[src/rtl/ddq_pkg.sv]
package ddq_pkg;
  typedef enum logic {
    MODE_RD = 1'b0,
    MODE_WR = 1'b1
  } chan_mode_e;
endpackage

[src/rtl/ddq_mode_ctrl.sv]
module ddq_mode_ctrl
  import ddq_pkg::*;
#(
  parameter int AGE_W = 3,
  parameter int CL    = 6,
  parameter int WL    = 2
) (
  input  logic             clk_i,
  input  logic             rst_ni,
  input  logic             push_en_i,
  input  logic             push_wr_i,
  output logic             wr_mode_o,
  output logic [AGE_W-1:0] lat_o
);
  chan_mode_e mode_q;

  always_ff @(posedge clk_i or negedge rst_ni) begin
    if (!rst_ni) mode_q <= MODE_RD;
    else if (push_en_i) mode_q <= push_wr_i ? MODE_WR : MODE_RD;
  end

  assign wr_mode_o = (mode_q == MODE_WR);
  assign lat_o     = wr_mode_o ? AGE_W'(WL) : AGE_W'(CL);
endmodule

[src/rtl/ddq_age_fifo.sv]
module ddq_age_fifo #(
  parameter int DEPTH  = 7,
  parameter int TAG_W  = 4,
  parameter int SIZE_W = 8,
  parameter int AGE_W  = 3
) (
  input  logic              clk_i,
  input  logic              rst_ni,
  input  logic              push_en_i,
  input  logic [TAG_W-1:0]  push_tag_i,
  input  logic [SIZE_W-1:0] push_size_i,
  input  logic              pop_en_i,
  input  logic [AGE_W-1:0]  lat_i,
  output logic [TAG_W-1:0]  head_tag_o,
  output logic [SIZE_W-1:0] head_size_o,
  output logic              head_rdy_o,
  output logic              full_o
);
  localparam int PTR_W = (DEPTH > 1) ? $clog2(DEPTH) : 1;
  localparam int CNT_W = $clog2(DEPTH + 1);
  localparam logic [PTR_W-1:0] LAST = PTR_W'(DEPTH - 1);

  logic [TAG_W-1:0]  tag_q  [DEPTH];
  logic [SIZE_W-1:0] size_q [DEPTH];
  logic [AGE_W-1:0]  age_q  [DEPTH];
  logic [PTR_W-1:0]  wptr_q, rptr_q;
  logic [CNT_W-1:0]  cnt_q;

  for (genvar i = 0; i < DEPTH; i++) begin : g_slot
    logic hit;
    assign hit = push_en_i && (wptr_q == PTR_W'(i));

    always_ff @(posedge clk_i) begin
      if (hit) begin
        tag_q[i]  <= push_tag_i;
        size_q[i] <= push_size_i;
      end
    end

    // age counts the push edge as 1 and saturates
    always_ff @(posedge clk_i or negedge rst_ni) begin
      if (!rst_ni) age_q[i] <= '0;
      else if (hit) age_q[i] <= AGE_W'(1);
      else if (age_q[i] != '1) age_q[i] <= age_q[i] + AGE_W'(1);
    end
  end

  always_ff @(posedge clk_i or negedge rst_ni) begin
    if (!rst_ni) begin
      wptr_q <= '0;
      rptr_q <= '0;
      cnt_q  <= '0;
    end else begin
      if (push_en_i) wptr_q <= (wptr_q == LAST) ? '0 : wptr_q + PTR_W'(1);
      if (pop_en_i)  rptr_q <= (rptr_q == LAST) ? '0 : rptr_q + PTR_W'(1);
      case ({push_en_i, pop_en_i})
        2'b10:   cnt_q <= cnt_q + CNT_W'(1);
        2'b01:   cnt_q <= cnt_q - CNT_W'(1);
        default: cnt_q <= cnt_q;
      endcase
    end
  end

  assign head_tag_o  = tag_q[rptr_q];
  assign head_size_o = size_q[rptr_q];
  assign head_rdy_o  = (cnt_q != '0) && (age_q[rptr_q] >= lat_i);
  assign full_o      = (cnt_q == CNT_W'(DEPTH));
endmodule

[src/rtl/ddq_beat_acc.sv]
module ddq_beat_acc #(
  parameter int TAG_W      = 4,
  parameter int SIZE_W     = 8,
  parameter int BEAT_BYTES = 16
) (
  input  logic              clk_i,
  input  logic              rst_ni,
  input  logic              pop_en_i,
  input  logic [TAG_W-1:0]  head_tag_i,
  input  logic [SIZE_W-1:0] head_size_i,
  output logic              last_o
);
  localparam int NTAG  = 2 ** TAG_W;
  localparam int SUM_W = SIZE_W + 1;

  logic [SIZE_W-1:0] acc_q [NTAG];
  logic [SUM_W-1:0]  sum;

  assign sum    = {1'b0, acc_q[head_tag_i]} + SUM_W'(BEAT_BYTES);
  assign last_o = (sum >= {1'b0, head_size_i});

  for (genvar g = 0; g < NTAG; g++) begin : g_tag
    always_ff @(posedge clk_i or negedge rst_ni) begin
      if (!rst_ni) acc_q[g] <= '0;
      else if (pop_en_i && (head_tag_i == TAG_W'(g)))
        acc_q[g] <= last_o ? '0 : sum[SIZE_W-1:0];
    end
  end
endmodule

[src/rtl/dram_ret_lat_queue.sv]
module dram_ret_lat_queue #(
  parameter int TAG_W     = 4,
  parameter int SIZE_W    = 8,
  parameter int CL        = 6,
  parameter int WL        = 2,
  parameter int BURST_LEN = 4,
  parameter int BUS_BYTES = 4
) (
  input  logic              clk_i,
  input  logic              rst_ni,
  input  logic              push_i,
  input  logic              push_wr_i,
  input  logic [TAG_W-1:0]  push_tag_i,
  input  logic [SIZE_W-1:0] push_size_i,
  output logic              full_o,
  input  logic              pop_i,
  output logic              pop_rdy_o,
  output logic              peek_done_o,
  output logic              done_o,
  output logic [TAG_W-1:0]  done_tag_o,
  output logic              wr_mode_o
);
  localparam int DEPTH      = CL + 1;
  localparam int LAT_MAX    = (CL > WL) ? CL : WL;
  localparam int AGE_W      = $clog2(LAT_MAX + 1);
  localparam int BEAT_BYTES = BURST_LEN * BUS_BYTES;

  logic             push_ok, pop_ok, head_rdy, last;
  logic [AGE_W-1:0] lat;
  logic [SIZE_W-1:0] head_size;

  assign pop_ok  = pop_i && head_rdy;
  assign push_ok = push_i && (!full_o || pop_ok);

  ddq_mode_ctrl #(.AGE_W(AGE_W), .CL(CL), .WL(WL)) u_mode (
    .clk_i, .rst_ni,
    .push_en_i (push_ok),
    .push_wr_i,
    .wr_mode_o,
    .lat_o     (lat)
  );

  ddq_age_fifo #(.DEPTH(DEPTH), .TAG_W(TAG_W), .SIZE_W(SIZE_W), .AGE_W(AGE_W)) u_fifo (
    .clk_i, .rst_ni,
    .push_en_i   (push_ok),
    .push_tag_i,
    .push_size_i,
    .pop_en_i    (pop_ok),
    .lat_i       (lat),
    .head_tag_o  (done_tag_o),
    .head_size_o (head_size),
    .head_rdy_o  (head_rdy),
    .full_o
  );

  ddq_beat_acc #(.TAG_W(TAG_W), .SIZE_W(SIZE_W), .BEAT_BYTES(BEAT_BYTES)) u_acc (
    .clk_i, .rst_ni,
    .pop_en_i    (pop_ok),
    .head_tag_i  (done_tag_o),
    .head_size_i (head_size),
    .last_o      (last)
  );

  assign pop_rdy_o   = head_rdy;
  assign peek_done_o = head_rdy && last;
  assign done_o      = pop_ok && last;
endmodule

[config.mk]
export PLATFORM = sky130hd
export DESIGN_NAME = dram_ret_lat_queue
export DESIGN_NICKNAME = d
export VERILOG_FILES = /design/src/rtl/ddq_pkg.sv /design/src/rtl/ddq_mode_ctrl.sv /design/src/rtl/ddq_age_fifo.sv /design/src/rtl/ddq_beat_acc.sv /design/src/rtl/dram_ret_lat_queue.sv
export SDC_FILE = /design/constraint.sdc
export NUM_CORES = 1
export LEC_CHECK = 0
export BUFFER_PORTS_ARGS = -buffer_cell sky130_fd_sc_hd__buf_2
export CORE_MARGIN = 4
export CORE_UTILIZATION = 30
export CTS_BUF_LIST = sky130_fd_sc_hd__clkbuf_16
export CTS_CLUSTER_SIZE = 8
export DETAILED_ROUTE_END_ITERATION = 6
export PLACE_DENSITY = 0.53
export SYNTH_ARGS = -nofsm -noshare
export SYNTH_HDL_FRONTEND = slang
export SYNTH_SLANG_ARGS = --single-unit
export TNS_END_PERCENT = 50
[constraint.sdc]
create_clock -name clk_i -period 16.3 [get_ports clk_i]
set_input_delay 4.075 -clock clk_i [delete_from_list [all_inputs] [get_ports clk_i]]
set_output_delay 4.075 -clock clk_i [all_outputs]
set_load 0.01 [all_outputs]
# Word-level counts from Yosys, hierarchy flattened
# Memories as Yosys holds them, arrays and structs flattened.
# Index checks and enable logic that the tools add are counted.
[totals]
register_bits = 159
ram_bits = 84
in_bits = 17
out_inout_bits = 9
elab_cells = 208
n_memories = 2
[memory_table]
columns = ["name", "words", "width", "rd", "rd_ports_with_merged_regs", "write_ports", "line", "rtl"]
rows = [
  ["u_fifo.size_q", 7, 8, 1, 0, 1, "ddq_age_fifo.sv:24", "logic [SIZE_W-1:0] size_q [DEPTH];"],
  ["u_fifo.tag_q", 7, 4, 1, 0, 1, "ddq_age_fifo.sv:23", "logic [TAG_W-1:0] tag_q [DEPTH];"],
]
[op_classes]
addsub = 12
n_lt_le_gt_ge = 4
eq_ne = 32
muxes = 76
bitwise_logic = 2
reduce_logical = 53
[ops]
columns = ["op", "n"]
rows = [
  ["2-to-1 mux 3 bit", 31],
  ["2-to-1 mux 8 bit", 9],
  ["OR reduction 8 bit", 6],
  ["binary-select mux 8 bit (select 4 bit)", 1],
  ["equality test 4 bit, second input constant", 8],
  ["adder 3 x 1 -> 3 bit, second input constant", 10],
  ["logical AND 1 bit", 28],
  ["2-to-1 mux 1 bit", 27],
  ["2-to-1 mux 4 bit", 6],
  ["OR reduction 4 bit", 6],
  ["!= test 3 bit, second input constant", 7],
  ["equality test 4 x 3 -> 1 bit, second input constant", 4],
  ["nonzero test 2 bit", 8],
  ["equality test 3 bit, second input constant", 5],
  ["adder 8 x 5 -> 9 bit, second input constant", 1],
  ["binary-select mux 3 bit (select 3 bit)", 1],
  ["greater-or-equal comparator 9 x 8 -> 1 bit", 1],
  ["equality test 4 x 2 -> 1 bit, second input constant", 2],
  ["equality test 3 x 2 -> 1 bit, second input constant", 2],
  ["case mux 3 bit (2 select lines)", 1],
  ["greater-or-equal comparator 5 bit, second input constant", 1],
  ["NOT 4 -> 5 bit", 1],
  ["equality test 4 x 1 -> 1 bit, second input constant", 1],
  ["greater-or-equal comparator 4 bit, second input constant", 1],
  ["11 further kinds", 11],
]

# Depth between registers and ports, before layout
[logic_depth]
word_depth = 19
depth_mapped = 26
mapped_depth_nobuf = 18

# Modules after synthesis
# Synthesis repeated with hierarchy kept, for this count alone.
[unflattened]
cells_unflattened = 880
area_unflattened_um2 = 11264.6
[by_module_without_submodules]
columns = ["module", "instances", "cells_per_inst", "area_per_inst_um2", "seq_area_each_um2"]
rows = [
  ["ddq_beat_acc", 1, 555, 6103.4, 3203.1],
  ["ddq_age_fifo", 1, 313, 5058.6, 3273.1],
  ["ddq_mode_ctrl", 1, 7, 66.3, 25.0],
  ["dram_ret_lat_queue", 1, 5, 36.3, 0.0],
]

# Least setup slack after synthesis
# No wires, ideal clock.
[synth_path]
path_kind = "input to output"
startpoint = "input port pop_i"
endpoint = "output port done_o"
arrival_time_ps = 4327
required_time_ps = 12225
slack_ps = 7898
path_stages = 2
path_buffers = 0
path_cell_list = "nand2_1 nor2_1"
[synth_via]
elab_chain_cells = 2
[synth_rtl]
columns = ["item", "line", "rtl"]
rows = [
  ["from (decl)", "dram_ret_lat_queue.sv:16", "input logic pop_i,"],
  ["logical AND 1 bit", "dram_ret_lat_queue.sv:32", "assign pop_ok = pop_i && head_rdy;"],
  ["logical AND 1 bit", "dram_ret_lat_queue.sv:66", "assign done_o = pop_ok && last;"],
  ["to (decl)", "dram_ret_lat_queue.sv:19", "output logic done_o,"],
]
# No other way between the ends.

# Worst setup path in the final report
[layout_path]
startpoint = "register u_fifo.rptr_q[2]"
endpoint = "output port peek_done_o"
[layout_via]
elab_chain_cells = 8
word_cells_on_any_way = 15
cone_classes = "add/sub: 1; order compare: 2; mux: 6; bitwise: 2; reduce/logical: 2; memory: 2"
[layout_rtl]
columns = ["item", "line", "rtl"]
rows = [
  ["from (decl)", "ddq_age_fifo.sv:26", "logic [PTR_W-1:0] wptr_q, rptr_q;"],
  ["from (signal assigned)", "ddq_age_fifo.sv:55", "if (pop_en_i) rptr_q <= (rptr_q == LAST) ? '0 : rptr_q + PTR_W'(1);"],
  ["memory (7 x 4 bit)", "n/a", ""],
  ["NOT 4 -> 5 bit (implied by the code)", "ddq_beat_acc.sv:19", "assign sum = {1'b0, acc_q[head_tag_i]} + SUM_W'(BEAT_BYTES);"],
  ["binary-select mux 8 bit (select 4 bit)", "ddq_beat_acc.sv:19", ""],
  ["2-to-1 mux 8 bit (implied by the code) (2 in series)", "ddq_beat_acc.sv:19", ""],
  ["adder 8 x 5 -> 9 bit", "ddq_beat_acc.sv:19", ""],
  ["greater-or-equal comparator 9 x 8 -> 1 bit", "ddq_beat_acc.sv:20", "assign last_o = (sum >= {1'b0, head_size_i});"],
  ["logical AND 1 bit *", "dram_ret_lat_queue.sv:65", "assign peek_done_o = head_rdy && last;"],
  ["to (decl)", "dram_ret_lat_queue.sv:18", "output logic peek_done_o,"],
]
# Mark *: on every way between the ends. The rest lies on a longest branch, timed or not. The select of a mux whose other input is x is not followed.

==> run_results.csv <==
group,metric,value,unit
critical_path,critical_path_depth,16,
critical_path,crit_path_max_incr_delay,1.05,ns
die,floorplan.initialDensity,30.5,%
critical_path,worst_path_dominant_cell_family,"simple AND/OR/NAND/NOR gates",
yosys,mappedNetlistArea,11500,um^2
yosys,synth_area_leaders,"sky130_fd_sc_hd__dfrtp_1 34%, sky130_fd_sc_hd__edfxtp_1 22%, sky130_fd_sc_hd__mux2_2 11%",
critical_path,worst_path_max_delay_cell,"sky130_fd_sc_hd__dfrtp_1",
sta,grt_setup_unrepaired,"false",
global_routing,pin_count_of_the_biggest_net_entering_global_routing,86,
cts,cts_resized,0,
route,post_route_drc,0,
yosys,synth.largest_area_cell,"sky130_fd_sc_hd__dfrtp_1",
sta,skew,0.0160,ns
worst_hold_path,worst_hold_path.num_cells,2,
sta,finalCritPeriodShare,66.1,%
route,wire_per_inst,18.1,um
die,die_width,204,um
sta,timing.slew.headroom,28.3,%
yosys,synthesis.nets,904,
route,drt.antenna.violating_nets,0,
cells_and_area,layout_common_cells,"158 x sky130_fd_sc_hd__dfrtp_1, 112 x sky130_fd_sc_hd__mux2_2, 108 x sky130_fd_sc_hd__mux2i_1",
worst_hold_path,timing.hold.worst.class,"flip-flop to flip-flop",
yosys,postSynthCellCount,860,
cells_and_area,final_cells,1419,
power_and_ir_drop,power_density,204,nW/um^2
critical_path,setup.worst_path.start_class,"flip-flop",
sta,fmaxAchievable,0.0928,GHz
status,outcome,"finished, final reports clean",
placement,dpl.hpwl,16.4,mm
critical_path,crit_path_cell_trace,"nor2b_1 > a22oi_2 > nand2_4 > inv_2 > buf_4 > mux2i_1 > o32ai_1 > or4_1 > ha_1 > ha_1 > a2111oi_0 > o21ai_0 > o21a_1 > nor2_1 > nor3_1 > buf_2",
yosys,asyncSetResetFlopFracSynth,65.4,%
yosys,synth_area_per_cell,13.4,um^2
sta,finish_stage_setup_viols,0,
critical_path,worst_setup_path_end_kind,"output pin",
power_and_ir_drop,power.share.clock,24.3,%
cts,clock_root_cell,"sky130_fd_sc_hd__clkbuf_16",
sta,final-hold-violation-count,0,
critical_path,path_buf_inv,3,
global_routing,grt_pass1_wl,40.8,mm
cells_and_area,layout_commonest_cell,"sky130_fd_sc_hd__dfrtp_1",
critical_path,worst-setup-path-type,"flip-flop to output pin",
route,drt_first_pass_iters,5,
cts,clk-insertion-delay-late,0.51,ns
power_and_ir_drop,p_switching,1.08,mW
global_routing,grt_usage,12.5,%
global_routing,first_global_vias,7002,
yosys,synth_warnings,0,
yosys,synth.yosys.seq_area_share,56.3,%
critical_path,crit_path_frequent_cell,"sky130_fd_sc_hd__ha_1",
cells_and_area,antenna_cells,0,
critical_path,rr_worst_depth,15,
sta,worst_tran_pin_value,1.07,ns
flow_run,drv.max_cap_violation_count,0,
yosys,netlist-cell-type-count,69,
cts,clkSlewWorstSetupHoldPaths,0.05,ns
cts,cts.hold.buffers_added,0,
yosys,ys_dominant_reg_cell,"sky130_fd_sc_hd__dfrtp_1",
sta,fin_crit,10.78,ns
cts,htreeDepth,2,
cells_and_area,num-nets-final,939,
cells_and_area,syn2layout_area_growth,13.9,%
power_and_ir_drop,vdd_ir_drop_max,0.169,mV
critical_path,required_time_of_the_critical_path,12.23,ns
cts,cts.sinks,243,
sta,slew_violations,0,
die,die_h,204,um
power_and_ir_drop,combPwrFrac,44.1,%
placement,port_buffers,25,
power_and_ir_drop,cellInternalPower,1.60,mW
placement,globalplace.congestion,0.799,
critical_path,critPathArrivalTime,6.70,ns
yosys,post-synth-top-area-fraction,34.4,%
sta,final.setup.tns,0,ns
global_routing,antenna_found_initial,0,
die,floorplan.rows,71,
cells_and_area,final_layout_size_suffix_gt1_share,25.8,%
route,detailroute.via_count,6811,
die,design.portCount,26,
route,routed_via_density,4.80,
power_and_ir_drop,sw_frac_of_total,40.2,%
cts,post_cts.repair.setup_buffers,0,
route,wl,25.7,mm
route,drc_marker_count_from_the_first_detailed_route_iteration,376,
cts,cts_max_path_buffers,3,
critical_path,crit_path_max_fanout,57,
power_and_ir_drop,share_seq_of_total_power,31.6,%
global_routing,global_route_total_overflow,0,
placement,placed_cells_incl_taps,1368,
yosys,postSynthRegisterBits,243,
power_and_ir_drop,leak_pwr,5.74,nW
yosys,synth_enable_flop_cells,84,
cts,tritoncts,"built",
die,fp.coreArea,37800,um^2
die,design.die.area,41700,um^2
cts,number_of_clock_buffers_inserted_by_tritoncts,36,
-- kinds of logic (layout without fill, tap and decap cells) --
logic type / after synthesis / in the layout / synth area share [%]
AOI/OAI and AO/OA: 111 / 111 / 6.45
xor gates and xnor gates: 12 / 12 / 0.910
adders and majority gates: 27 / 27 / 2.99
buffers and inverters: 65 / 113 / 3.16
DFF: 243 / 243 / 56.3
muxes: 235 / 235 / 23.0
and+or+nand+nor: 167 / 167 / 7.23
-- synthesized netlist by cell type, drive strengths merged (2+ instances only) --
master and n:
o21a 5, buf 31, o21ai 41, and3 7, nor2 31, or3 2, nor4 3, a21boi 5
nor3 14, o211ai 18, inv 20, a21oi 13, mux4 10, mux2i 110, a211oi 3, nand3 8
o221ai 3, nor2b 6, nand3b 4, or2 2, mux2 115, o22ai 6, clkinv 2, xor2 11
nand2b 7, a2111oi 2, clkbuf 12, a221oi 4, edfxtp 84, a22oi 2, a21o 2, nand2 72
or3b 2, or4 2, dfrtp 159, ha 26, and3b 2, and2 3
-- registers in the layout, indices dropped and copies added (netlist names) --
| signal | cells |
|---|---|
| u_fifo.tag_q | 28 |
| u_fifo.cnt_q | 3 |
| u_acc.acc_q | 128 |
| u_fifo.age_q | 21 |
| u_fifo.size_q | 56 |
| u_fifo.rptr_q | 3 |
| u_mode.wr_mode_o | 1 |
| u_fifo.wptr_q | 3 |
-- worst register-to-register path, cell delays in order (launching register included) --
cell and delay, ns:
sky130_fd_sc_hd__dfrtp_1 1.05, sky130_fd_sc_hd__nor2b_1 0.28, sky130_fd_sc_hd__a22oi_2 0.54, sky130_fd_sc_hd__nand2_4 0.24, sky130_fd_sc_hd__inv_2 0.25, sky130_fd_sc_hd__buf_4 0.77
sky130_fd_sc_hd__mux2i_1 0.33, sky130_fd_sc_hd__o32ai_1 0.11, sky130_fd_sc_hd__or4_1 0.66, sky130_fd_sc_hd__ha_1 0.36, sky130_fd_sc_hd__ha_1 0.32, sky130_fd_sc_hd__a2111oi_0 0.35
sky130_fd_sc_hd__o21ai_0 0.15, sky130_fd_sc_hd__o21a_1 0.29, sky130_fd_sc_hd__nor3_2 0.79, sky130_fd_sc_hd__mux2_2 0.30
-- metrics by stage --
step	area [um^2]	power [mW]	util [%]	hold WS [ns]	setup slack (ns)
after floorplan	11500	1.79	-	0.443	7.90
after global placement	12200	2.05	32.2	0.458	6.17
after detailed placement	12200	2.06	32.2	0.467	6.04
after CTS	13200	2.73	34.8	0.479	5.49
after global routing	13200	2.88	34.8	0.505	4.99
final	13200	2.68	34.8	0.477	5.52
-- power by group through the flow --
stage               clock network [mW]  logic, mW  registers [mW]
CTS                              0.675       1.21           0.849
detailed placement                   0       1.20           0.858
global route                     0.698       1.32           0.863
floorplan                            0      0.964           0.825
finish                           0.651       1.18           0.848
global placement                     0       1.19           0.858
-- final timing paths --
check | from | endpoint | slack (ns)
setup / recovery | u_fifo.rptr_q[2] | peek_done_o | 5.52
hold / removal | u_acc.acc_q[46] | u_acc.acc_q[46] | 0.48
setup reg to reg | u_fifo.rptr_q[2] | u_acc.acc_q[36] | 9.48
hold reg to reg | u_acc.acc_q[46] | u_acc.acc_q[46] | 0.48
max in group asynchronous | rst_ni | u_acc.acc_q[41] | 11.17
min in group asynchronous | rst_ni | u_acc.acc_q[49] | 3.64
-- area by class of cell --
cell class / instances / area, um^2
sequential: 243 / 6500
timing repair buffer: 40 / 244
clock buffer: 37 / 926
clock inverter: 14 / 56.3
inverter: 22 / 82.6
tap: 511 / 639
multi-input combinational: 552 / 4710
fill: 3743 / 24700
-- layer usage --
metal / GRT usage (%) / routed length, um / share of wire, %
met2: 19.7 / 12000 / 47
met3: 2.27 / 978 / 3.8
met1: 17.5 / 12200 / 47
met4: 4.04 / 509 / 2.0
met5: 0 / 0 / 0
Note: power is estimated with default switching activity, not from simulation.
